$ cat src/rtl/flash_ctl_pkg.sv
package flash_ctl_pkg;

  localparam int KEY_MSB   = 7;
  localparam int KEY_LSB   = 4;
  localparam int KEY_W     = KEY_MSB - KEY_LSB + 1;
  localparam int ABORT_BIT = 3;
  localparam int AUTO_BIT  = 1;
  localparam int MAN_BIT   = 0;

  localparam logic [KEY_W-1:0] KEY_UNLOCK = 4'b0011;
  localparam logic [KEY_W-1:0] KEY_LOCK   = 4'b1100;

  typedef enum logic [1:0] {
    AREA_FLASH = 2'b00,
    AREA_RAM   = 2'b01,
    AREA_BOOT  = 2'b10,
    AREA_RSVD  = 2'b11
  } fetchArea_e;

  typedef struct packed {
    logic keyLoad;
    logic manLoad;
    logic autoLoad;
    logic abortSet;
  } regStrobe_t;

endpackage

$ cat src/rtl/flash_ctl_ctrl.sv
module flash_ctl_ctrl
  import flash_ctl_pkg::*;
#(
  parameter int PWR_UP_CYCLES = 16
) (
  input  logic       clk,
  input  logic       rstN,
  input  logic       regWrEn,
  input  logic       abortReq,
  input  logic [1:0] fetchArea,
  input  logic       stopMode,
  input  logic       idleMode,
  input  logic       sleepMode,
  input  logic       manBit,
  input  logic       autoBit,
  output regStrobe_t strb,
  output logic       pwrOn,
  output logic       pwrReady
);

  localparam int CNT_W = (PWR_UP_CYCLES < 2) ? 1 : $clog2(PWR_UP_CYCLES);
  localparam logic [CNT_W-1:0] CNT_LAST = CNT_W'(PWR_UP_CYCLES - 1);

  fetchArea_e area;
  logic       trusted;
  logic       lowPwr;
  logic [CNT_W-1:0] cntQ;
  logic       readyQ;

  assign area    = fetchArea_e'(fetchArea);
  assign trusted = (area == AREA_RAM) || (area == AREA_BOOT);

  // Write strobes: protected fields need a trusted fetch area
  always_comb begin
    strb          = '0;
    strb.keyLoad  = regWrEn && trusted;
    strb.manLoad  = regWrEn && trusted;
    strb.abortSet = regWrEn && trusted && abortReq;
    strb.autoLoad = regWrEn;
  end

  // Effective power decision
  assign lowPwr = idleMode || sleepMode;
  assign pwrOn  = manBit && !stopMode && !(lowPwr && !autoBit);

  // Power-up delay counter
  always_ff @(posedge clk or negedge rstN) begin
    if (!rstN) begin
      cntQ   <= '0;
      readyQ <= 1'b0;
    end else if (!pwrOn) begin
      cntQ   <= '0;
      readyQ <= 1'b0;
    end else if (!readyQ) begin
      if (cntQ == CNT_LAST) readyQ <= 1'b1;
      else                  cntQ   <= cntQ + 1'b1;
    end
  end

  assign pwrReady = readyQ && pwrOn;

  AST_MAN_GATES_POWER: assert property (@(posedge clk) disable iff (!rstN)
    !manBit |-> !pwrOn);
  AST_STOP_CUTS_POWER: assert property (@(posedge clk) disable iff (!rstN)
    stopMode |-> !pwrOn);
  AST_READY_NEEDS_POWER: assert property (@(posedge clk) disable iff (!rstN)
    !pwrOn |-> !pwrReady);
  AST_READY_AFTER_POWER: assert property (@(posedge clk) disable iff (!rstN)
    $rose(readyQ) |-> $past(pwrOn));

endmodule

$ cat src/rtl/flash_ctl_dp.sv
module flash_ctl_dp
  import flash_ctl_pkg::*;
(
  input  logic             clk,
  input  logic             rstN,
  input  regStrobe_t       strb,
  input  logic [KEY_W-1:0] wrKey,
  input  logic             wrAuto,
  input  logic             wrMan,
  input  logic             pwrReady,
  output logic             manBit,
  output logic             autoBit,
  output logic [7:0]       rdData,
  output logic             abortPulse,
  output logic             wrEnable
);

  logic [KEY_W-1:0] keyQ;
  logic             manQ;
  logic             autoQ;
  logic             abortQ;

  always_ff @(posedge clk or negedge rstN) begin
    if (!rstN) begin
      keyQ   <= KEY_LOCK;
      manQ   <= 1'b1;
      autoQ  <= 1'b1;
      abortQ <= 1'b0;
    end else begin
      if (strb.keyLoad)  keyQ  <= wrKey;
      if (strb.manLoad)  manQ  <= wrMan;
      if (strb.autoLoad) autoQ <= wrAuto;
      abortQ <= strb.abortSet;
    end
  end

  always_comb begin
    rdData                  = '0;
    rdData[KEY_MSB:KEY_LSB] = keyQ;
    rdData[AUTO_BIT]        = autoQ;
    rdData[MAN_BIT]         = manQ;
  end

  assign manBit     = manQ;
  assign autoBit    = autoQ;
  assign abortPulse = abortQ;
  assign wrEnable   = (keyQ == KEY_UNLOCK) && pwrReady;

  AST_WE_NEEDS_READY: assert property (@(posedge clk) disable iff (!rstN)
    wrEnable |-> pwrReady);

endmodule

$ cat src/rtl/flash_ctl_reg.sv
module flash_ctl_reg
  import flash_ctl_pkg::*;
#(
  parameter int PWR_UP_CYCLES = 16
) (
  input  logic       clk,
  input  logic       rstN,
  input  logic       regWrEn,
  input  logic [7:0] regWrData,
  output logic [7:0] regRdData,
  input  logic [1:0] fetchArea,
  input  logic       stopMode,
  input  logic       idleMode,
  input  logic       sleepMode,
  output logic       wrEnable,
  output logic       abortPulse,
  output logic       pwrOn,
  output logic       pwrReady
);

  regStrobe_t strb;
  logic       manBit;
  logic       autoBit;

  flash_ctl_ctrl #(.PWR_UP_CYCLES(PWR_UP_CYCLES)) u_ctrl (
    .clk       (clk),
    .rstN      (rstN),
    .regWrEn   (regWrEn),
    .abortReq  (regWrData[ABORT_BIT]),
    .fetchArea (fetchArea),
    .stopMode  (stopMode),
    .idleMode  (idleMode),
    .sleepMode (sleepMode),
    .manBit    (manBit),
    .autoBit   (autoBit),
    .strb      (strb),
    .pwrOn     (pwrOn),
    .pwrReady  (pwrReady)
  );

  flash_ctl_dp u_dp (
    .clk        (clk),
    .rstN       (rstN),
    .strb       (strb),
    .wrKey      (regWrData[KEY_MSB:KEY_LSB]),
    .wrAuto     (regWrData[AUTO_BIT]),
    .wrMan      (regWrData[MAN_BIT]),
    .pwrReady   (pwrReady),
    .manBit     (manBit),
    .autoBit    (autoBit),
    .rdData     (regRdData),
    .abortPulse (abortPulse),
    .wrEnable   (wrEnable)
  );

  AST_ABORT_FROM_TRUSTED: assert property (@(posedge clk) disable iff (!rstN)
    abortPulse |-> $past(regWrEn && regWrData[ABORT_BIT] &&
                         (fetchArea == 2'b01 || fetchArea == 2'b10)));
  AST_FLASH_FETCH_KEEPS_KEY: assert property (@(posedge clk) disable iff (!rstN)
    (regWrEn && (fetchArea == 2'b00 || fetchArea == 2'b11))
      |=> $stable(regRdData[KEY_MSB:KEY_LSB]));
  AST_RESERVED_BITS_ZERO: assert property (@(posedge clk) disable iff (!rstN)
    regRdData[3:2] == 2'b00);
  AST_WE_NEEDS_UNLOCK: assert property (@(posedge clk) disable iff (!rstN)
    wrEnable |-> (regRdData[KEY_MSB:KEY_LSB] == 4'b0011));

endmodule

$ cat config.mk
export PLATFORM = sky130hd
export DESIGN_NAME = flash_ctl_reg
export DESIGN_NICKNAME = d
export VERILOG_FILES = /design/src/rtl/flash_ctl_pkg.sv /design/src/rtl/flash_ctl_ctrl.sv /design/src/rtl/flash_ctl_dp.sv /design/src/rtl/flash_ctl_reg.sv
export SDC_FILE = /design/constraint.sdc
export NUM_CORES = 1
export LEC_CHECK = 0
export ABC_AREA = 0
export BUFFER_PORTS_ARGS = -buffer_cell sky130_fd_sc_hd__clkbuf_2
export CAP_MARGIN = 20
export CORE_UTILIZATION = 35
export DETAILED_ROUTE_END_ITERATION = 12
export GPL_TIMING_DRIVEN = 1
export SYNTH_ARGS = -nofsm -noshare
export SYNTH_HDL_FRONTEND = slang
export SYNTH_SLANG_ARGS = --single-unit
$ cat constraint.sdc
create_clock -name clk -period 2.85 [get_ports clk]
set_input_delay 0.7125 -clock clk [delete_from_list [all_inputs] [get_ports clk]]
set_output_delay 0.7125 -clock clk [all_outputs]
set_load 0.03 [all_outputs]
==> impl_metrics.py <==
metrics = {
    "power": {
        "p_leak_nw": 0.3691,
        "ir_drop_mv": 0.3399,
        "power_density_mw_per_mm2": 618.3,
        "power_w": 0.0004448,
    },
    "yosys": {
        "synthCells": 49,
        "synth_warnings": 0,
        "ys.flop_type": "dfrtp_1",
        "yosysTopAreaCellShare_pct": 35.63,
        "netlist_area_um2": 561.8,
        "synth_area_leaders": "dfrtp_1 36%, dfstp_2 19%, mux2_2 12%",
        "yosysUniqueCellTypes": 22,
        "async_flop_share_pct": 100.0,
        "synth_edf_count": 0,
        "yosysSeqAreaShare_pct": 54.34,
        "synthTopCellsByCount": "8 x dfrtp_1, 6 x mux2_2, 6 x nor2_1",
        "yosysTopAreaCell": "dfrtp_1",
        "synth-seq-cells": 12,
        "yosys.cell_count.top_type": "dfrtp_1",
        "syn_avg_cell_area_um2": 11.47,
    },
    "place": {
        "pre_cts_slack_ns": 0.5834,
        "port_buffers": 24,
        "dp_hpwl_um": 804.1,
        "routabilityCongestion": 0.8165,
    },
    "floorplan": {
        "start_util_pct": 37.29,
        "die_x_um": 42.07,
        "num_rows": 14,
        "coreArea_mm2": 0.001506,
        "design.die.area_mm2": 0.001769,
        "fp.dieH_um": 42.07,
        "io_pins": 28,
    },
    "clock_network": {
        "cts_made_buffers": 3,
        "htree_levels": 1,
        "cts_tree": "yes",
        "cts_max_path_buffers": 2,
        "cts_resized": 0,
        "cts_setup_buffers": 0,
        "cts.sinks": 12,
        "holdBufCountCts": 0,
        "path_clk_slew_ns": 0.07,
        "clockRootBuffer": "clkbuf_4",
        "clock_latency_ns": 0.26,
    },
    "status": {
        "status": "complete, no violations",
    },
    "sta": {
        "setup-violations-final": 0,
        "slew_violations": 0,
        "min_period_ns": 2.281,
        "hold_ws_ns": 0.3149,
        "skew_ns": 0.001933,
        "rsz0062_at_grt": "no",
        "fmax_mhz": 438.5,
        "hold_viol": 0,
        "finalWorstSetupSlack_ns": 0.5693,
        "finalSetupTns_ns": 0,
        "fin_crit_sh_pct": 80.03,
    },
    "worst_setup_path": {
        "endpoint_kind": "primary output",
        "worstReg2RegStart": "u_ctrl.cntQ[0]",
        "crit_fanout": 8,
        "reg2reg_slack_ns": 1.48,
        "cp-startpoint": "u_dp.manBit",
        "cp_cell_sequence": "nor2b_1 > o21ai_1 > buf_4 > nor3_1 > clkbuf_2",
        "worstPathRequired_ns": 2.14,
        "slowest_stage": "dfstp_2",
        "cp.arrival_ns": 1.57,
        "critPathKind": "flop to primary output",
        "slowest_delay_ns": 0.54,
        "setup.worst_path.end": "wrEnable",
        "reg2reg_depth": 4,
        "crit_path_start_kind": "flop",
        "rr_endpoint": "u_ctrl.cntQ[1]",
    },
    "layout": {
        "diodes": 0,
        "area_delta_synth_final_pct": 28.06,
        "nNetsFinal": 93,
        "nFillCells": 152,
        "finish.utilization_pct": 47.76,
        "drive_gt1_share_pct": 54.67,
    },
    "route": {
        "drc": 0,
        "drt_iter0_drc": 5,
        "routed_wl_um": 993,
        "ant_nets": 0,
        "wl_per_cell_um": 10.91,
        "avgViaCountPerCell": 4.681,
        "dr.pass1.iters": 4,
        "vias": 426,
    },
    "grt": {
        "grt_pass1_wl_um": 1752,
        "grt_pass1_vias": 420,
        "grtUsageTotal_pct": 13.99,
        "grt_max_degree": 13,
        "overflow": 0,
        "antenna_found_initial": 0,
    },
    "min_path": {
        "min_path_type": "input port to async pin",
    },
    "job": {
        "max-cap-violations": 0,
    },
}
-- area by class of cell --
class                   instances  area [µm²]  area share, %
inverters                       3       11.26          1.565
repair buffers                 25       127.6          17.74
flip-flops and latches         12       305.3          42.43
clock buffers                   4       36.28          5.043
multi-input cells              31       219.0          30.43
well taps                      16       20.02          2.783
-- flip-flops by register name (all words and copies together) (netlist names) --
register,cells
u_ctrl.readyQ,1
u_dp.manBit,1
u_dp.keyQ,4
u_dp.autoBit,1
u_dp.abortPulse,1
u_ctrl.cntQ,4
-- per-layer routing --
| metal | vias up | global-route usage [%] | share of wire, % |
|---|---|---|---|
| met4 | 0 | 5.625 | 1.1 |
| met1 | 189 | 15.32 | 44 |
| met3 | 2 | 7.759 | 5.3 |
| met2 | 17 | 22.50 | 49 |
| met5 | - | 0 | 0 |
| li1 | 218 | - | - |
-- logic make-up (layout without fill, tap and decap cells) --
| kind of cell | after synthesis | count (layout) | share of synthesized area (%) |
|---|---|---|---|
| flip-flops | 12 | 12 | 54.34 |
| multiplexers | 7 | 7 | 13.81 |
| buffers and inverters | 7 | 32 | 7.350 |
| XOR/XNOR | 2 | 2 | 3.119 |
| other | 1 | 2 | 0.6675 |
| AO/OA/AOI/OAI | 4 | 4 | 4.231 |
| AND/OR/NAND/NOR | 15 | 15 | 14.25 |
| adder cells (fa/ha/maj) | 1 | 1 | 2.227 |
-- cells in the final DEF (no fill, tap or decap), types with 2 or more instances in the layout --
cell type  netlist  routed
clkbuf_2         0      24
clkbuf_4         0       3
conb_1           1       2
dfrtp_1          8       8
dfstp_2          4       4
inv_1            3       3
mux2_2           6       6
nor2_1           6       6
nor3_1           3       3
-- power breakdown --
group,internal [W],switching [W],total (W)
sequential,0.000196,0.0000142,0.000210
combinational,0.0000400,0.0000650,0.000105
clock,0.0000775,0.0000521,0.000130
total,0.000313,0.000131,0.000445
-- critical path: cells and delay by family (launching register included) --
family / cells / cell delay (ns)
AO/OA/AOI/OAI: 1 / 0.07
buffers and inverters: 2 / 0.39
flip-flops: 1 / 0.54
AND/OR/NAND/NOR: 2 / 0.30
-- stage by stage --
step	area, µm²	instances
4_1_cts	719.4	91
3_3_place_gp	683.2	87
2_1_floorplan	565.5	50
6_report	719.4	91
3_5_place_dp	683.2	87
5_1_grt	719.4	91
-- worst min path at each step --
stage                            start         endpoint  slack [ns]  cells past startpoint
after floorplan                   rstN   u_ctrl.cntQ[0]        0.42                      0
after global placement    u_dp.keyQ[0]     u_dp.keyQ[0]        0.53                      1
after detailed placement  u_dp.keyQ[0]     u_dp.keyQ[0]        0.54                      1
after CTS                         rstN   u_ctrl.cntQ[0]        0.31                      1
after global routing              rstN   u_ctrl.cntQ[0]        0.31                      1
final                             rstN  u_dp.abortPulse        0.31                      1
Power figures use the tool's default switching activity.
